File: src/rtl/mbd_pkg.sv
package mbd_pkg;

  localparam int ST_W = 3;
  localparam int RA_W = 3;

  localparam int PRG_SUM_TWICE = 0;
  localparam int PRG_SQDIFF    = 1;
  localparam int PRG_REPEAT    = 2;
  localparam int PRG_MEMADD    = 3;

  typedef enum logic [2:0] {
    ALU_NONE = 3'b000,
    ALU_SUB  = 3'b010,
    ALU_ADD  = 3'b011,
    ALU_MUL  = 3'b110
  } alu_fn_e;

  // Row layout, most significant field first.
  typedef struct packed {
    logic [ST_W-1:0] nxt;
    alu_fn_e         fn;
    logic            ld_x;
    logic            ld_y;
    logic            drv_in;
    logic            drv_alu;
    logic            drv_out;
    logic [RA_W-1:0] ram_a;
    logic            ram_rd;
    logic            ram_wr;
  } uword_t;

  // mv = {ld_x, ld_y, drv_in, drv_alu, drv_out}, rw = {ram_rd, ram_wr}
  function automatic uword_t urow(input int nxt, input alu_fn_e fn,
                                  input logic [4:0] mv, input int adr,
                                  input logic [1:0] rw);
    uword_t w;
    w.nxt = ST_W'(nxt);
    w.fn = fn;
    {w.ld_x, w.ld_y, w.drv_in, w.drv_alu, w.drv_out} = mv;
    w.ram_a = RA_W'(adr);
    {w.ram_rd, w.ram_wr} = rw;
    return w;
  endfunction

  function automatic uword_t prog_row(input int prog, input int st, input logic cond);
    uword_t w;
    w = '0;
    case (prog)
      PRG_SUM_TWICE:
        case (st)
          0: w = urow(1, ALU_NONE, 5'b10100, 0, 2'b00);
          1: w = urow(2, ALU_NONE, 5'b01100, 0, 2'b00);
          2: w = urow(3, ALU_ADD,  5'b01010, 0, 2'b00);
          3: w = urow(0, ALU_ADD,  5'b00011, 0, 2'b00);
          default: w = '0;
        endcase
      PRG_SQDIFF:
        case (st)
          0: w = urow(1, ALU_NONE, 5'b10100, 0, 2'b00);
          1: w = urow(2, ALU_NONE, 5'b01100, 0, 2'b00);
          2: w = urow(3, ALU_ADD,  5'b00010, 4, 2'b01);
          3: w = urow(4, ALU_SUB,  5'b10010, 0, 2'b00);
          4: w = urow(5, ALU_NONE, 5'b01000, 4, 2'b10);
          5: w = urow(0, ALU_MUL,  5'b00011, 0, 2'b00);
          default: w = '0;
        endcase
      PRG_REPEAT:
        case (st)
          0: w = urow(1, ALU_NONE, 5'b11100, 0, 2'b00);
          1: w = urow(cond ? 0 : 1, ALU_ADD, 5'b10011, 0, 2'b00);
          default: w = '0;
        endcase
      PRG_MEMADD:
        case (st)
          0: w = urow(1, ALU_NONE, 5'b10000, 0, 2'b10);
          1: w = urow(2, ALU_NONE, 5'b01000, 1, 2'b10);
          2: w = urow(0, ALU_ADD,  5'b00010, 2, 2'b01);
          default: w = '0;
        endcase
      default: w = '0;
    endcase
    return w;
  endfunction

endpackage

File: src/rtl/mbd_rom.sv
module mbd_rom
  import mbd_pkg::*;
#(
  parameter int PROGRAM = PRG_SUM_TWICE,
  parameter int CB      = 0
) (
  input  logic [ST_W+CB-1:0] addr,
  output uword_t             word
);
  localparam int AW    = ST_W + CB;
  localparam int DEPTH = 1 << AW;

  uword_t tbl [DEPTH];

  for (genvar i = 0; i < DEPTH; i++) begin : g_row
    assign tbl[i] = prog_row(PROGRAM, i >> CB, (CB == 1) && ((i % 2) == 1));
  end

  assign word = tbl[addr];
endmodule

File: src/rtl/mbd_seq.sv
module mbd_seq
  import mbd_pkg::*;
#(
  parameter int PROGRAM = PRG_SUM_TWICE
) (
  input  logic            clk,
  input  logic            rst,
  input  logic            adv,
  input  logic            status,
  output logic [ST_W-1:0] state,
  output uword_t          word
);
  localparam int CB = (PROGRAM == PRG_REPEAT) ? 1 : 0;
  localparam int AW = ST_W + CB;

  logic [AW-1:0] addr;

  if (CB == 1) begin : g_cond
    assign addr = {state, status};
  end else begin : g_plain
    logic unused_status;
    assign unused_status = status;
    assign addr = state;
  end

  mbd_rom #(.PROGRAM(PROGRAM), .CB(CB)) u_rom (
    .addr(addr),
    .word(word)
  );

  always_ff @(posedge clk) begin
    if (rst) state <= '0;
    else if (adv) state <= word.nxt;
  end
endmodule

File: src/rtl/mbd_alu.sv
module mbd_alu
  import mbd_pkg::*;
#(
  parameter int WIDTH = 8
) (
  input  logic [WIDTH-1:0] x,
  input  logic [WIDTH-1:0] y,
  input  alu_fn_e          fn,
  output logic [WIDTH-1:0] res,
  output logic             add_ovf
);
  logic [WIDTH-1:0] sum;

  assign sum = x + y;
  assign add_ovf = (x[WIDTH-1] == y[WIDTH-1]) && (sum[WIDTH-1] != x[WIDTH-1]);

  always_comb begin
    case (fn)
      ALU_ADD: res = sum;
      ALU_SUB: res = x - y;
      ALU_MUL: res = x * y;
      default: res = '0;
    endcase
  end
endmodule

File: src/rtl/mbd_scratch.sv
module mbd_scratch
  import mbd_pkg::*;
#(
  parameter int WIDTH = 8,
  parameter int SEED  = 8'h13
) (
  input  logic             clk,
  input  logic             rst,
  input  logic             we,
  input  logic [RA_W-1:0]  addr,
  input  logic [WIDTH-1:0] wd,
  output logic [WIDTH-1:0] rd
);
  localparam int DEPTH = 1 << RA_W;

  logic [WIDTH-1:0] mem [DEPTH];

  always_ff @(posedge clk) begin
    if (rst) begin
      for (int i = 0; i < DEPTH; i++) mem[i] <= WIDTH'(SEED * (i + 1));
    end else if (we) begin
      mem[addr] <= wd;
    end
  end

  assign rd = mem[addr];
endmodule

File: src/rtl/mbd_datapath.sv
module mbd_datapath
  import mbd_pkg::*;
#(
  parameter int WIDTH    = 8,
  parameter int PROGRAM  = PRG_SUM_TWICE,
  parameter int RAM_SEED = 8'h13
) (
  input  logic             clk,
  input  logic             rst,
  input  logic [WIDTH-1:0] in_data,
  input  logic             in_valid,
  output logic             in_ready,
  output logic [WIDTH-1:0] out_data,
  output logic             out_valid,
  input  logic             out_ready,
  output logic [ST_W-1:0]  seq_state
);
  uword_t           uw;
  logic             adv;
  logic             add_ovf;
  logic [WIDTH-1:0] bus;
  logic [WIDTH-1:0] alu_res;
  logic [WIDTH-1:0] ram_q;
  logic [WIDTH-1:0] x_q;
  logic [WIDTH-1:0] y_q;

  mbd_seq #(.PROGRAM(PROGRAM)) u_seq (
    .clk   (clk),
    .rst   (rst),
    .adv   (adv),
    .status(add_ovf),
    .state (seq_state),
    .word  (uw)
  );

  mbd_alu #(.WIDTH(WIDTH)) u_alu (
    .x      (x_q),
    .y      (y_q),
    .fn     (uw.fn),
    .res    (alu_res),
    .add_ovf(add_ovf)
  );

  mbd_scratch #(.WIDTH(WIDTH), .SEED(RAM_SEED)) u_ram (
    .clk (clk),
    .rst (rst),
    .we  (uw.ram_wr & adv),
    .addr(uw.ram_a),
    .wd  (bus),
    .rd  (ram_q)
  );

  // Stream handshake: ready/valid never look at their own partner.
  assign in_ready  = uw.drv_in  & (~uw.drv_out | out_ready);
  assign out_valid = uw.drv_out & (~uw.drv_in  | in_valid);
  assign adv = ~((uw.drv_in & ~in_valid) | (uw.drv_out & ~out_ready));

  // AND-OR bus: an idle row yields zero.
  assign bus = ({WIDTH{uw.drv_in}}  & in_data)
             | ({WIDTH{uw.drv_alu}} & alu_res)
             | ({WIDTH{uw.ram_rd}}  & ram_q);

  assign out_data = bus;

  always_ff @(posedge clk) begin
    if (rst) begin
      x_q <= '0;
      y_q <= '0;
    end else if (adv) begin
      if (uw.ld_x) x_q <= bus;
      if (uw.ld_y) y_q <= bus;
    end
  end
endmodule

File: config.mk
export PLATFORM = sky130hd
export DESIGN_NAME = mbd_datapath
export DESIGN_NICKNAME = d
export VERILOG_FILES = /design/src/rtl/mbd_pkg.sv /design/src/rtl/mbd_rom.sv /design/src/rtl/mbd_seq.sv /design/src/rtl/mbd_alu.sv /design/src/rtl/mbd_scratch.sv /design/src/rtl/mbd_datapath.sv
export SDC_FILE = /design/constraint.sdc
export NUM_CORES = 1
export LEC_CHECK = 0
export ABC_CLOCK_PERIOD_IN_PS = 6150
export BUFFER_PORTS_ARGS = -buffer_cell sky130_fd_sc_hd__buf_2
export CAP_MARGIN = 0
export CORE_AREA = 2 2 53 55
export DETAILED_ROUTE_END_ITERATION = 10
export DIE_AREA = 0 0 55 57
export PLACE_DENSITY = 0.72
export SLEW_MARGIN = 0
export SYNTH_ARGS = -nofsm -noshare
export SYNTH_HDL_FRONTEND = slang
export SYNTH_SLANG_ARGS = --single-unit
File: constraint.sdc
create_clock -name clk -period 6.15 [get_ports clk]
set_input_delay 1.23 -clock clk [delete_from_list [all_inputs] [get_ports clk]]
set_output_delay 1.23 -clock clk [all_outputs]
set_load 0.1 [all_outputs]
==> flow_summary_export.csv <==
group,metric,value,unit
floorplanning,row_count,19,
min_path,worstHoldPathCells,2,
synthesis,synthTopCellsByCount,"nor2_1, dfxtp_1, inv_1",
global_route,grt_pass1_vias,1138,
power_and_ir_drop,finalPower,0.570,mW
synthesis,yosys.area_share.simple,23.2,%
worst_setup_path,arrival,2.99,ns
run_status,status,"finished clean",
global_route,grt_usage,20.8,%
clocking,clock_path_buffers,2,
finish,antennaDiodeCount,0,
clocking,cts-resized-gates,0,
global_route,antenna_found_initial,0,
route,wire_per_inst,13.4,µm
power_and_ir_drop,p_leak,0.633,nW
worst_setup_path,r2r_slack,3.55,ns
floorplanning,die_h,57,µm
floorplanning,ios,25,
clocking,cts_made_buffers,3,
floorplanning,core-area,2620,µm²
floorplanning,die-area,3140,µm²
synthesis,yosysWarnings,0,
timing,worst_pin_slew,0.663,ns
worst_setup_path,worstPathRequired,4.92,ns
route,drt-initial-drc-count,21,
finish,nets,202,
clocking,clkLatencyLatePin,0.30,ns
global_route,grt_pass1_wl,4.89,mm
min_path,hp-class,"reg -> reg",
synthesis,synth_xor_area_share,5.61,%
timing,final.setup_skew,0.00184,ns
global_route,grt_max_degree,21,
clocking,clock_sinks,18,
synthesis,netlist-cell-type-count,36,
synthesis,syn-cell-area,1250,µm²
synthesis,synth_edf_count,0,
synthesis,synth_most_common_cell,"nor2_1",
route,route.detailed.drc,0,
timing,grt_setup_unrepaired,"false",
timing,slew_headroom,55.7,%
timing,setup_violations,0,
route,wirelength,2.79,mm
synthesis,synthCells,156,
placed_design,hpwl,2.16,mm
synthesis,netlist.area_leader.share,28.8,%
power_and_ir_drop,peakVddDrop,238,µV
clocking,htree_levels,1,
placed_design,portBuffers,23,
synthesis,avgSynthCellArea,8.01,µm²
global_route,overflow,0,
placed_design,gp_congestion,0.767,
worst_setup_path,r2r-end,"y_q[1]$_SDFFE_PP0P_",
power_and_ir_drop,p_per_area,403,nW/µm²
worst_setup_path,crit_path_end,"out_data[7]",
route,first_pass_iters,8,
synthesis,yosys-mux-area-fraction,0,%
floorplanning,fp.dieW,55,µm
synthesis,synthArstFlopShare,0,%
synthesis,synth_seq_cells,18,
worst_setup_path,cp-end-kind,"output port",
timing,hold_viol_final,0,
synthesis,synth_top_family_by_area,"simple AND/OR/NAND/NOR gates",
worst_setup_path,r2r-start,"u_seq.state[1]$_SDFFE_PP0P_",
timing,max_freq,237,MHz
route,ant_nets,0,
worst_setup_path,cp-startpoint,"y_q[0]$_SDFFE_PP0P_",
clocking,cts.clk_slew.worst_paths,0.10,ns
worst_setup_path,cp_max_fo,5,
finish,layout-drive-gt1-share,18.1,%
floorplanning,initial_utilization,47.8,%
worst_setup_path,r2r_cells,6,
route,num_vias,1149,
synthesis,synth_compound_area_share,22.4,%
placed_design,place_inst,204,
finish,areaGrowthSynthToFinish,13.3,%
worst_setup_path,critPathKind,"reg -> out",
synthesis,postSynthNetCount,180,
synthesis,synthAdderAreaFrac,12.6,%
route,vias_per_cell,5.52,
finish,fin_cells,208,
timing,slew_viol_final,0,
clocking,ctsHoldBuffers,0,
worst_setup_path,start_kind,"flop",
clocking,cts_setup_buffers,0,
clocking,cts_tree,"yes",
synthesis,synthTopCellsByArea,"dfxtp_1, ha_1, nor2_1",
flow_run,max_cap_viol_count,0,
timing,fin_crit_sh,68.6,%
clocking,root_buffer,"clkbuf_4",
synthesis,synth_flop_cell,"dfxtp_1",
synthesis,ys_seq_area_share,28.8,%
timing,period_needed,4.22,ns
synthesis,synth_top_area_cell,"dfxtp_1",
timing,setup-tns-final,0,ns
## stage by stage
step	worst slack [ns]	hold WS [ns]	util (%)	cell area [µm²]
2_1_floorplan	0.817	0.465	-	1250
3_3_place_gp	2.30	0.485	52.8	1380
3_5_place_dp	2.26	0.498	52.8	1380
4_1_cts	1.91	0.513	54.2	1420
5_1_grt	1.77	0.549	54.2	1420
6_report	1.93	0.511	54.2	1420
## how the worst min path moves through the flow
stage / start / end / slack [ns]
final: x_q[0]$_SDFFE_PP0P_ / x_q[0]$_SDFFE_PP0P_ / 0.51
after global routing: x_q[3]$_SDFFE_PP0P_ / x_q[3]$_SDFFE_PP0P_ / 0.55
after CTS: x_q[0]$_SDFFE_PP0P_ / x_q[0]$_SDFFE_PP0P_ / 0.51
after detailed placement: x_q[0]$_SDFFE_PP0P_ / x_q[0]$_SDFFE_PP0P_ / 0.50
after global placement: x_q[6]$_SDFFE_PP0P_ / x_q[6]$_SDFFE_PP0P_ / 0.48
after floorplan: x_q[6]$_SDFFE_PP0P_ / x_q[6]$_SDFFE_PP0P_ / 0.47
## power by group
part | internal [mW] | leakage, nW | switching, mW
clock | 0.0361 | 0.0210 | 0.0387
sequential | 0.134 | 0.148 | 0.0196
combinational | 0.124 | 0.464 | 0.218
## registers in the layout, summed over array words and instances, names as in the netlist
register     cells
y_q              8
u_seq.state      2
x_q              8
## area by class of cell
class                   count  area (µm²)
clock buffers               4        36.3
fillers                   265        1200
inverters                  13        48.8
multi-input cells         117         802
flip-flops and latches     18         360
well taps                  31        38.8
repair buffers             25         130
## cell families after synthesis
family,after synthesis
flops,18
simple gates,57
buf+inv,21
fa+ha+maj,12
other cells,1
compound gates,39
xor+xnor,8
## placed cells by master (no fill, tap or decap)
| cell | count |
|---|---|
| o211a_1 | 1 |
| a21o_1 | 1 |
| a2bb2oi_1 | 1 |
| buf_4 | 2 |
| nor3_1 | 6 |
| o32a_1 | 1 |
| nand3b_1 | 3 |
| or2_2 | 1 |
| a21oi_1 | 4 |
| fa_1 | 1 |
| conb_1 | 1 |
| inv_1 | 13 |
| xor2_1 | 3 |
| xnor2_1 | 5 |
| or4_4 | 1 |
| or3_1 | 1 |
| o21a_1 | 3 |
| o32ai_1 | 1 |
| o31ai_1 | 4 |
| o21ai_0 | 5 |
| nor3b_1 | 2 |
| a31oi_1 | 1 |
| nor2_1 | 26 |
| buf_2 | 23 |
| nor2b_1 | 7 |
| o31a_1 | 1 |
| clkbuf_4 | 3 |
| nand2_1 | 8 |
| a211oi_1 | 11 |
| nor4_4 | 1 |
| o211ai_1 | 2 |
| dfxtp_1 | 18 |
| ha_1 | 11 |
| clkbuf_8 | 1 |
| and3_1 | 1 |
| a22oi_1 | 1 |
| a311oi_1 | 2 |
## worst max-delay path, cell delays in order, from the launching register on
cell and delay [ns]:
dfxtp_1 0.44, inv_1 0.07, ha_1 0.22, xor2_1 0.15, ha_1 0.34, o211a_1 0.22
o31a_1 0.12, o32a_1 0.37, xnor2_1 0.17, o21ai_0 0.15, buf_2 0.44
## routing by layer
metal | part of all wire (%) | wire length (µm) | GRT usage [%]
met1 | 45 | 1260 | 26.3
met2 | 49 | 1370 | 35.2
met3 | 5.2 | 144 | 5.50
met4 | 0.82 | 23 | 3.83
met5 | 0 | 0 | 0
(Power assumes the default switching activity.)
